### config.mk
export PLATFORM = sky130hd
export DESIGN_NAME = vic_ctrl
export DESIGN_NICKNAME = d
export VERILOG_FILES = /design/src/rtl/vic_pkg.sv /design/src/rtl/vic_bank.sv /design/src/rtl/vic_prio.sv /design/src/rtl/vic_ctrl.sv
export SDC_FILE = /design/constraint.sdc
export NUM_CORES = 1
export LEC_CHECK = 0
export CORE_AREA = 2 2 247 249
export CTS_BUF_LIST = sky130_fd_sc_hd__clkbuf_8 sky130_fd_sc_hd__clkbuf_16
export DETAILED_ROUTE_END_ITERATION = 16
export DIE_AREA = 0 0 249 251
export DONT_BUFFER_PORTS = 1
export SLEW_MARGIN = 5
export SYNTH_ARGS = -nofsm -noshare
export SYNTH_HDL_FRONTEND = slang
export SYNTH_SLANG_ARGS = --single-unit
### constraint.sdc
create_clock -name clk -period 9.1 [get_ports clk]
set_input_delay 1.82 -clock clk [delete_from_list [all_inputs] [get_ports clk]]
set_output_delay 1.82 -clock clk [all_outputs]
set_load 0.01 [all_outputs]
### src/rtl/vic_pkg.sv
package vic_pkg;
  // register groups selected by offset bits above the bank field
  typedef enum logic [2:0] {
    GRP_NONE  = 3'd0,
    GRP_PEND  = 3'd1,
    GRP_FPEND = 3'd2,
    GRP_SEL   = 3'd3,
    GRP_EN    = 3'd4,
    GRP_MASK  = 3'd5
  } grp_e;

  // scalar word indices inside the first 16-byte row
  localparam int unsigned SCL_VEC  = 0;
  localparam int unsigned SCL_BASE = 1;
  localparam int unsigned SCL_PROT = 2;
  localparam int unsigned SCL_NMI  = 3;

  // map offset bits [.:4] (row number) to a group
  function automatic grp_e row_to_grp(input int unsigned row);
    case (row)
      1:       return GRP_PEND;
      2:       return GRP_FPEND;
      3:       return GRP_SEL;
      4:       return GRP_EN;
      5:       return GRP_MASK;
      default: return GRP_NONE;
    endcase
  endfunction
endpackage

### src/rtl/vic_bank.sv
module vic_bank
  import vic_pkg::*;
#(
  parameter int unsigned DW = 32
) (
  input  logic          clk,
  input  logic          rst_n,
  input  logic [DW-1:0] src,
  input  logic          wr_en,
  input  grp_e          wr_grp,
  input  logic [DW-1:0] wdata,
  output logic [DW-1:0] pend_o,
  output logic [DW-1:0] fpend_o,
  output logic [DW-1:0] sel_o,
  output logic [DW-1:0] en_o,
  output logic [DW-1:0] mask_o,
  output logic [DW-1:0] act_o,
  output logic [DW-1:0] fact_o
);
  logic [DW-1:0] pend_q, fpend_q, sel_q, en_q, mask_q;
  logic [DW-1:0] live, fast_live;

  assign live      = pend_q & ~mask_q;
  assign fast_live = live & sel_q;

  always_ff @(posedge clk or negedge rst_n) begin
    if (!rst_n) begin
      pend_q  <= '0;
      fpend_q <= '0;
      sel_q   <= '0;
      en_q    <= '0;
      mask_q  <= '0;
    end else begin
      pend_q <= src;  // pending writes are dropped
      if (wr_en && wr_grp == GRP_FPEND) fpend_q <= (fpend_q & ~wdata) | fast_live;
      else                              fpend_q <= fpend_q | fast_live;
      if (wr_en && wr_grp == GRP_SEL)  sel_q  <= wdata;
      if (wr_en && wr_grp == GRP_EN)   en_q   <= wdata;
      if (wr_en && wr_grp == GRP_MASK) mask_q <= wdata;
    end
  end

  assign pend_o  = pend_q;
  assign fpend_o = fpend_q;
  assign sel_o   = sel_q;
  assign en_o    = en_q;
  assign mask_o  = mask_q;
  assign act_o   = live;
  assign fact_o  = fast_live;

  // pending follows the line, whatever was written
  assert_pend_tracks_src_R1: assert property (@(posedge clk) disable iff (!rst_n)
    1'b1 |=> pend_q == $past(src));

  // without a clearing write no fast-pending bit drops
  assert_fpend_sticky_R6: assert property (@(posedge clk) disable iff (!rst_n)
    !(wr_en && wr_grp == GRP_FPEND) |=> ((fpend_q & $past(fpend_q)) == $past(fpend_q)));
endmodule

### src/rtl/vic_prio.sv
module vic_prio #(
  parameter int unsigned N     = 96,
  parameter int unsigned IDX_W = $clog2(N)
) (
  input  logic [N-1:0]     act,
  output logic             found,
  output logic [IDX_W-1:0] idx
);
  // lowest index wins: bank order first, then bit order inside the bank
  always_comb begin
    found = 1'b0;
    idx   = '0;
    for (int i = N - 1; i >= 0; i--) begin
      if (act[i]) begin
        found = 1'b1;
        idx   = IDX_W'(i);
      end
    end
  end
endmodule

### src/rtl/vic_ctrl.sv
module vic_ctrl
  import vic_pkg::*;
#(
  parameter int unsigned NUM_BANKS = 3,
  parameter int unsigned DW        = 32,
  parameter int unsigned ADDR_W    = 10
) (
  input  logic                    clk,
  input  logic                    rst_n,
  input  logic [NUM_BANKS*DW-1:0] irq_lines,
  input  logic                    reg_wr,
  input  logic [ADDR_W-1:0]       reg_addr,
  input  logic [DW-1:0]           reg_wdata,
  output logic [DW-1:0]           reg_rdata,
  output logic                    irq_o,
  output logic                    fiq_o
);
  localparam int unsigned NUM_SRC = NUM_BANKS * DW;
  localparam int unsigned IDX_W   = $clog2(NUM_SRC);

  logic [NUM_SRC-1:0] pend_all, fpend_all, sel_all, en_all, mask_all, act_all, fact_all;
  logic               any_found;
  logic [IDX_W-1:0]   win_idx;
  logic [DW-1:0]      vec_word;
  logic [DW-1:0]      base_q, prot_q, nmi_q;

  // offset decode: word aligned, bank field in bits [3:2], row above it
  logic        aligned;
  logic [1:0]  slot;
  int unsigned row;
  grp_e        grp;
  logic        bank_ok;

  assign aligned = (reg_addr[1:0] == 2'b00);
  assign slot    = reg_addr[3:2];
  assign row     = int'(reg_addr[ADDR_W-1:4]);
  assign grp     = row_to_grp(row);
  assign bank_ok = (int'(slot) < NUM_BANKS);

  for (genvar b = 0; b < NUM_BANKS; b++) begin : g_bank
    logic bank_wr;
    assign bank_wr = reg_wr && aligned && (grp != GRP_NONE) && (int'(slot) == b);
    vic_bank #(.DW(DW)) bank_i (
      .clk     (clk),
      .rst_n   (rst_n),
      .src     (irq_lines[b*DW +: DW]),
      .wr_en   (bank_wr),
      .wr_grp  (grp),
      .wdata   (reg_wdata),
      .pend_o  (pend_all[b*DW +: DW]),
      .fpend_o (fpend_all[b*DW +: DW]),
      .sel_o   (sel_all[b*DW +: DW]),
      .en_o    (en_all[b*DW +: DW]),
      .mask_o  (mask_all[b*DW +: DW]),
      .act_o   (act_all[b*DW +: DW]),
      .fact_o  (fact_all[b*DW +: DW])
    );
  end

  vic_prio #(.N(NUM_SRC), .IDX_W(IDX_W)) prio_i (
    .act   (act_all),
    .found (any_found),
    .idx   (win_idx)
  );

  always_comb begin
    vec_word = '0;
    if (any_found) vec_word[IDX_W+1:0] = {win_idx, 2'b00};
  end

  assign irq_o = |act_all;
  assign fiq_o = |fact_all;

  // scalar registers in the first row
  always_ff @(posedge clk or negedge rst_n) begin
    if (!rst_n) begin
      base_q <= '0;
      prot_q <= '0;
      nmi_q  <= '0;
    end else if (reg_wr && aligned && row == 0) begin
      case (int'(slot))
        SCL_BASE: base_q <= {reg_wdata[DW-1:2], 2'b00};
        SCL_PROT: prot_q <= reg_wdata;
        SCL_NMI:  nmi_q  <= reg_wdata;
        default:  ;
      endcase
    end
  end

  always_comb begin
    reg_rdata = '0;
    if (aligned) begin
      if (row == 0) begin
        case (int'(slot))
          SCL_VEC:  reg_rdata = vec_word;
          SCL_BASE: reg_rdata = base_q;
          SCL_PROT: reg_rdata = prot_q;
          SCL_NMI:  reg_rdata = nmi_q;
          default:  reg_rdata = '0;
        endcase
      end else if (bank_ok) begin
        case (grp)
          GRP_PEND:  reg_rdata = pend_all[int'(slot)*DW +: DW];
          GRP_FPEND: reg_rdata = fpend_all[int'(slot)*DW +: DW];
          GRP_SEL:   reg_rdata = sel_all[int'(slot)*DW +: DW];
          GRP_EN:    reg_rdata = en_all[int'(slot)*DW +: DW];
          GRP_MASK:  reg_rdata = mask_all[int'(slot)*DW +: DW];
          default:   reg_rdata = '0;
        endcase
      end
    end
  end

  // a fast request is always also a normal request
  assert_fiq_implies_irq_R3: assert property (@(posedge clk) disable iff (!rst_n)
    fiq_o |-> irq_o);

  // a nonzero vector needs an active normal request
  assert_vector_needs_irq_R4: assert property (@(posedge clk) disable iff (!rst_n)
    (vec_word != '0) |-> irq_o);
endmodule

==> results of run 1 <==
## registers in the layout, indices dropped and copies added (netlist names)
signal / cells
nmi_q: 32
g_bank.bank_i.pend_o: 96
base_q: 30
g_bank.bank_i.en_o: 96
g_bank.bank_i.mask_o: 96
g_bank.bank_i.fpend_o: 96
g_bank.bank_i.sel_o: 96
prot_q: 32
## layer usage
metal	GRT usage	up-vias
met1	0.434	11100
met4	0.144	4
met2	0.495	1157
met5	0	-
met3	0.0726	275
li1	-	8802
## worst min path at each step
stage,end,slack (ns)
2_1_floorplan,g_bank[2].bank_i.fpend_o[2]$_DFF_PN0_,0.45
3_3_place_gp,g_bank[2].bank_i.fpend_o[2]$_DFF_PN0_,0.46
3_5_place_dp,g_bank[0].bank_i.fpend_o[10]$_DFF_PN0_,0.47
4_1_cts,g_bank[0].bank_i.en_o[12]$_DFFE_PN0P_,0.49
5_1_grt,g_bank[0].bank_i.en_o[14]$_DFFE_PN0P_,0.50
6_report,g_bank[1].bank_i.en_o[28]$_DFFE_PN0P_,0.49
## worst max-delay path, cell delays in order
cell,delay [ns]
or4b_1,0.62
nor3b_2,0.23
buf_4,0.67
a22oi_1,0.21
a32oi_1,0.26
o221ai_1,0.14
nand2_1,0.09
a21oi_1,0.08
o32ai_1,0.64
## power groups by stage
stage               logic [mW]  registers, mW  clock network (mW)
CTS                      0.240           2.62                2.74
floorplan                0.175           2.65                   0
detailed placement       0.239           2.67                   0
global placement         0.237           2.67                   0
global route             0.258           2.63                2.84
finish                   0.247           2.63                2.70
## final cells by class
| type | count | area [µm²] | area share |
|---|---|---|---|
| clock inverters | 32 | 277 | 0.00908 |
| multi-input cells | 1632 | 12400 | 0.406 |
| flip-flops and latches | 574 | 14400 | 0.472 |
| clock buffers | 83 | 1920 | 0.0630 |
| repair buffers | 64 | 493 | 0.0162 |
| diodes | 3 | 7.51 | 0.000246 |
| inverters | 12 | 45.0 | 0.00148 |
| well taps | 782 | 978 | 0.0321 |
## synthesized netlist by cell type, types with 6 or more instances
master | count | area share
clkbuf_1 | 94 | 0.013
nand3b_1 | 6 | 0.0016
o21ai_1 | 22 | 0.0040
o31ai_1 | 7 | 0.0019
dfrtp_1 | 574 | 0.53
a32oi_1 | 7 | 0.0022
nand2b_1 | 17 | 0.0039
a221oi_1 | 47 | 0.015
a21oi_1 | 153 | 0.028
buf_1 | 19 | 0.0026
nor2_1 | 133 | 0.018
a22o_1 | 100 | 0.032
o21ai_0 | 39 | 0.0071
mux2i_1 | 96 | 0.035
nor3_1 | 38 | 0.0070
o22ai_1 | 21 | 0.0048
o221ai_1 | 7 | 0.0022
or4_1 | 9 | 0.0025
o32ai_1 | 7 | 0.0022
nand3_1 | 13 | 0.0024
nand2_1 | 199 | 0.027
nor2b_1 | 94 | 0.021
a22oi_1 | 57 | 0.016
inv_1 | 11 | 0.0015
a222oi_1 | 32 | 0.012
mux2_2 | 208 | 0.086
o22a_1 | 11 | 0.0035
nor4_1 | 28 | 0.0064
nand4_1 | 15 | 0.0034
buf_2 | 46 | 0.0084
mux2_1 | 178 | 0.073
## through the flow
step | std cells | hold WS [ns] | instance area [µm²] | setup WS, ns
finish | 3182 | 0.487 | 30500 | 2.43
CTS | 3179 | 0.489 | 30500 | 2.51
floorplan | 2382 | 0.449 | 27400 | 3.44
global route | 3179 | 0.501 | 30500 | 2.32
detailed placement | 3064 | 0.473 | 28300 | 2.52
global placement | 3064 | 0.460 | 28300 | 2.55
## cells by family after synthesis
logic type / synth area share
multiplexers: 0.194
flip-flops: 0.525
XOR/XNOR: 0.000320
buffers and inverters: 0.0271
AO/OA/AOI/OAI: 0.146
AND/OR/NAND/NOR: 0.108
==> metrics, run 1 <==
remaining antenna violation count=0; hold depth=1; HP Start=g_bank[1].bank_i.en_o[28]$_DFFE_PN0P_; Die Height=around 250 µm; I/O pin total=175; Iteration-0 DRC Markers=2438; FF-to-FF End=g_bank[1].bank_i.fpend_o[15]$_DFF_PN0_; Sw Ratio=0.227; fmax=150 MHz; global-route wire length before repair=147000 µm; die area=62500 µm²; most frequent cells in the layout=574 x dfrtp_1, 208 x mux2_2, 194 x nand2_1, 178 x mux2_1, 153 x a21oi_1; syn_nets=2523; clock buffer count from CTS=66; commonest non-fill, non-tap cell in the layout=dfrtp_1; share of layout cells above drive strength 1=0.172; status=finished, violations left; Gate power share=0.044; CTS tree=done; Die X-Extent=249 µm; post-cts sizing count=0; maximum buffer depth of the clock tree=3; worst path required time=7.28 ns; final setup fails=0; critical path class=in2out; Syn Inst Count=2382; Clk pwr share=0.484; RePlAce Congestion=0.981; Synth cell types=78; Mean Syn Cell Area=around 11 µm²; Post-CTS Hold Buffers=0; Rel. slew slack=-0.265; starting utilization of the core area=0.458; met3 routed WL=around 9200 µm; HPWL Detailed=64700 µm; critical path endpoint category=output port; aggregate global-route resource usage=0.321; total power=5.57 mW; Switch Pwr=1.27 mW; Setup TNS=0 ns; Post-Route Utilization=0.509; Max Cap Viol=0; number of port buffers=0; setup bufs post-CTS=0; worst reg-to-reg path cell count=2; maximum vdd ir drop=roughly 0.00017 V; DR vias=21300; DRC errors left=0; pin count of the biggest net entering global routing=about 580; Slew @ Worst Pin=1.90 ns; Hold/Removal Path Class=reg2reg; failing checks=max-slew violations; DRT Wirelength=101000 µm; setup slack, reg-to-reg=7.71 ns; arrival time at the worst endpoint=4.85 ns; Std-Cell Rows=90; Yosys warnings=0; initial antenna violation count=5; clock slew at reported path FFs=0.06 ns; Sequential Power Share=0.471; Layout fillers=5214; RSZ-0062 raised after global routing=false; Initial DRT Pass Iterations=7; internal cell power=4.30 mW; H-tree depth=3; CP Launch Type=primary input; Seq cells post-synth=574; P&R area growth vs syn=11.4%; GR Overflow Total=0; Routed wire per std cell=31.7 µm; Post-synth ARST share=1.00; capture point of the worst path=reg_rdata[12]; Core Area=59800 µm²; Cell Pwr Density=roughly 180 nW/µm²; worst-skew pair later-pin latency=0.62 ns; Tcrit/Tclk final=0.732; Final Hold Viols=0; Tmin final=6.67 ns; CTS root buffer=clkbuf_16; vias in the first global route=21000; Slew Limit Fails=around 190; Static Leak=14.0 nW; EDFF count, synth=0; CP Launch Point=reg_addr[7]; Critical Path Fanout Max=60; start of the worst register-to-register path=g_bank[1].bank_i.mask_o[15]$_DFFE_PN0P_; Synth Flop Type=dfrtp_1; Top Layer Used=met5; clk sinks=574; M1 WL=between 40000 and 50000 µm; vias per cell=approximately 6.7; fin nets=2491; skew final=0.0248 ns; WL met2=between 40000 and 50000 µm; sequential-to-total area share from yosys stat=0.525; synthesized area=between 20000 and 30000 µm²
(Power assumes the default switching activity.)
==> run 2, diff against run 1 <==
clock period = 6.9 ns   (was 9.1 ns; I/O delays follow)
==> metrics, run 2 (synthesis gave the netlist of run 1 again) <==
Slew @ Worst Pin=2.18 ns; HPWL Detailed=64000 µm; Iteration-0 DRC Markers=around 2700; Routed wire per std cell=between 30 and 40 µm; vias per cell=6.65; status=finished, violations left; maximum vdd ir drop=approximately 0.00018 V; Finished Layout Cells=between 3000 and 4000; remaining antenna violation count=0; Std-Cell Rows=90; fmax=176 MHz; clock slew at reported path FFs=0.05 ns; CTS root buffer=clkbuf_16; skew final=0.0168 ns; Critical Path Fanout Max=28; clk sinks=574; clock buffer count from CTS=68; post-cts sizing count=0; Final Hold Viols=0; setup ws final=1.22 ns; fin nets=2500; Cell Pwr Density=244 nW/µm²; Post-Route Utilization=0.513; Die Height=251 µm; share of layout cells above drive strength 1=0.176; Rel. slew slack=-0.452; critical path class=in2out; Post-CTS Hold Buffers=0; most frequent cells in the layout=574 x dfrtp_1, 208 x mux2_2, 194 x nand2_1, 178 x mux2_1, 153 x a21oi_1; H-tree depth=3; pin count of the biggest net entering global routing=roughly 580; GR Overflow Total=0; DR vias=between 20000 and 25000; setup bufs post-CTS=0; RePlAce Congestion=0.955; worst path required time=around 5.5 ns; CTS tree=done; P&R area growth vs syn=12.2%; vias in the first global route=roughly 21000; slowest stage cell, crit path=nor3b_2; die area=62500 µm²; DRT Wirelength=100000 µm; Tcrit/Tclk final=0.823; Setup TNS=0 ns; CP max stage delay=0.68 ns; n_diodes=0; arrival time at the worst endpoint=4.30 ns; global-route wire length before repair=147000 µm; Tmin final=5.68 ns; Static Leak=between 10 and 15 nW; worst-skew pair later-pin latency=0.61 ns; commonest non-fill, non-tap cell in the layout=dfrtp_1; Max Cap Viol=0; pre-CTS setup slack=1.23 ns; crit-path cells=or4b_1 > nor3b_2 > buf_12 > a22oi_1 > a32oi_1 > o221ai_1 > nand2_1 > a21oi_1 > o32ai_1 > buf_4; CP Launch Type=primary input; number of port buffers=0; initial antenna violation count=1; Placed Instances=3071; failing checks=max-slew violations; starting utilization of the core area=0.458; maximum buffer depth of the clock tree=3; I/O pin total=175; aggregate global-route resource usage=0.320; Hold/Removal Path Class=reg2reg; Slew Limit Fails=258; total power=between 7 and 8 mW; Core Area=59800 µm²; Die X-Extent=249 µm; final setup fails=0; critical path endpoint category=output port; Initial DRT Pass Iterations=6; DRC errors left=0; RSZ-0062 raised after global routing=false
## run 2: path summary, 6_finish.rpt
kind | startpoint | endpoint | slack, ns | cells after the start
worst max-delay path | reg_addr[7] | reg_rdata[12] | 1.22 | 10
worst min-delay path | g_bank[1].bank_i.en_o[15]$_DFFE_PN0P_ | g_bank[1].bank_i.en_o[15]$_DFFE_PN0P_ | 0.49 | 1
worst max register to register | g_bank[1].bank_i.pend_o[14]$_DFF_PN0_ | g_bank[1].bank_i.fpend_o[14]$_DFF_PN0_ | 5.53 | 2
worst min register to register | g_bank[1].bank_i.en_o[15]$_DFFE_PN0P_ | g_bank[1].bank_i.en_o[15]$_DFFE_PN0P_ | 0.49 | 1
max in group asynchronous | rst_n | g_bank[0].bank_i.fpend_o[21]$_DFF_PN0_ | 4.70 | 0
min in group asynchronous | rst_n | nmi_q[9]$_DFFE_PN0P_ | 0.52 | 0
## run 2: final cells by class
cell class                      instances  area, µm²
Fill cell                            5097      29100
Sequential cell                       574      14400
Clock buffer                           85       1970
Timing Repair Buffer                   71        608
Tap cell                              782        978
Multi-Input combinational cell       1632      12400
Clock inverter                         33        342
Inverter                               12       45.0
## run 2: per-layer routing
metal | global-route usage | routed length, µm | vias up
li1 | - | - | 8833
met1 | 0.419 | 40600 | 11000
met2 | 0.507 | 46200 | 1121
met3 | 0.0736 | 8360 | 271
met4 | 0.148 | 4910 | 0
met5 | 0 | 0 | -
## run 2: stage by stage
| step | hold WS (ns) | cell area (µm²) |
|---|---|---|
| floorplan | 0.449 | 27400 |
| global placement | 0.461 | 28400 |
| detailed placement | 0.473 | 28400 |
| CTS | 0.467 | 30700 |
| global route | 0.490 | 30700 |
| finish | 0.488 | 30700 |
## run 2: worst max-delay path: cells and delay by family
kind | cells | cell delay [ns]
buffers and inverters | 2 | 0.50
AOI/OAI and AO/OA | 5 | 0.97
and+or+nand+nor | 3 | 1.44
## run 2: power breakdown
group | switching [mW] | internal [mW]
Sequential | 0.0434 | 3.42
Clock | 1.45 | 2.27
Combinational | 0.205 | 0.116
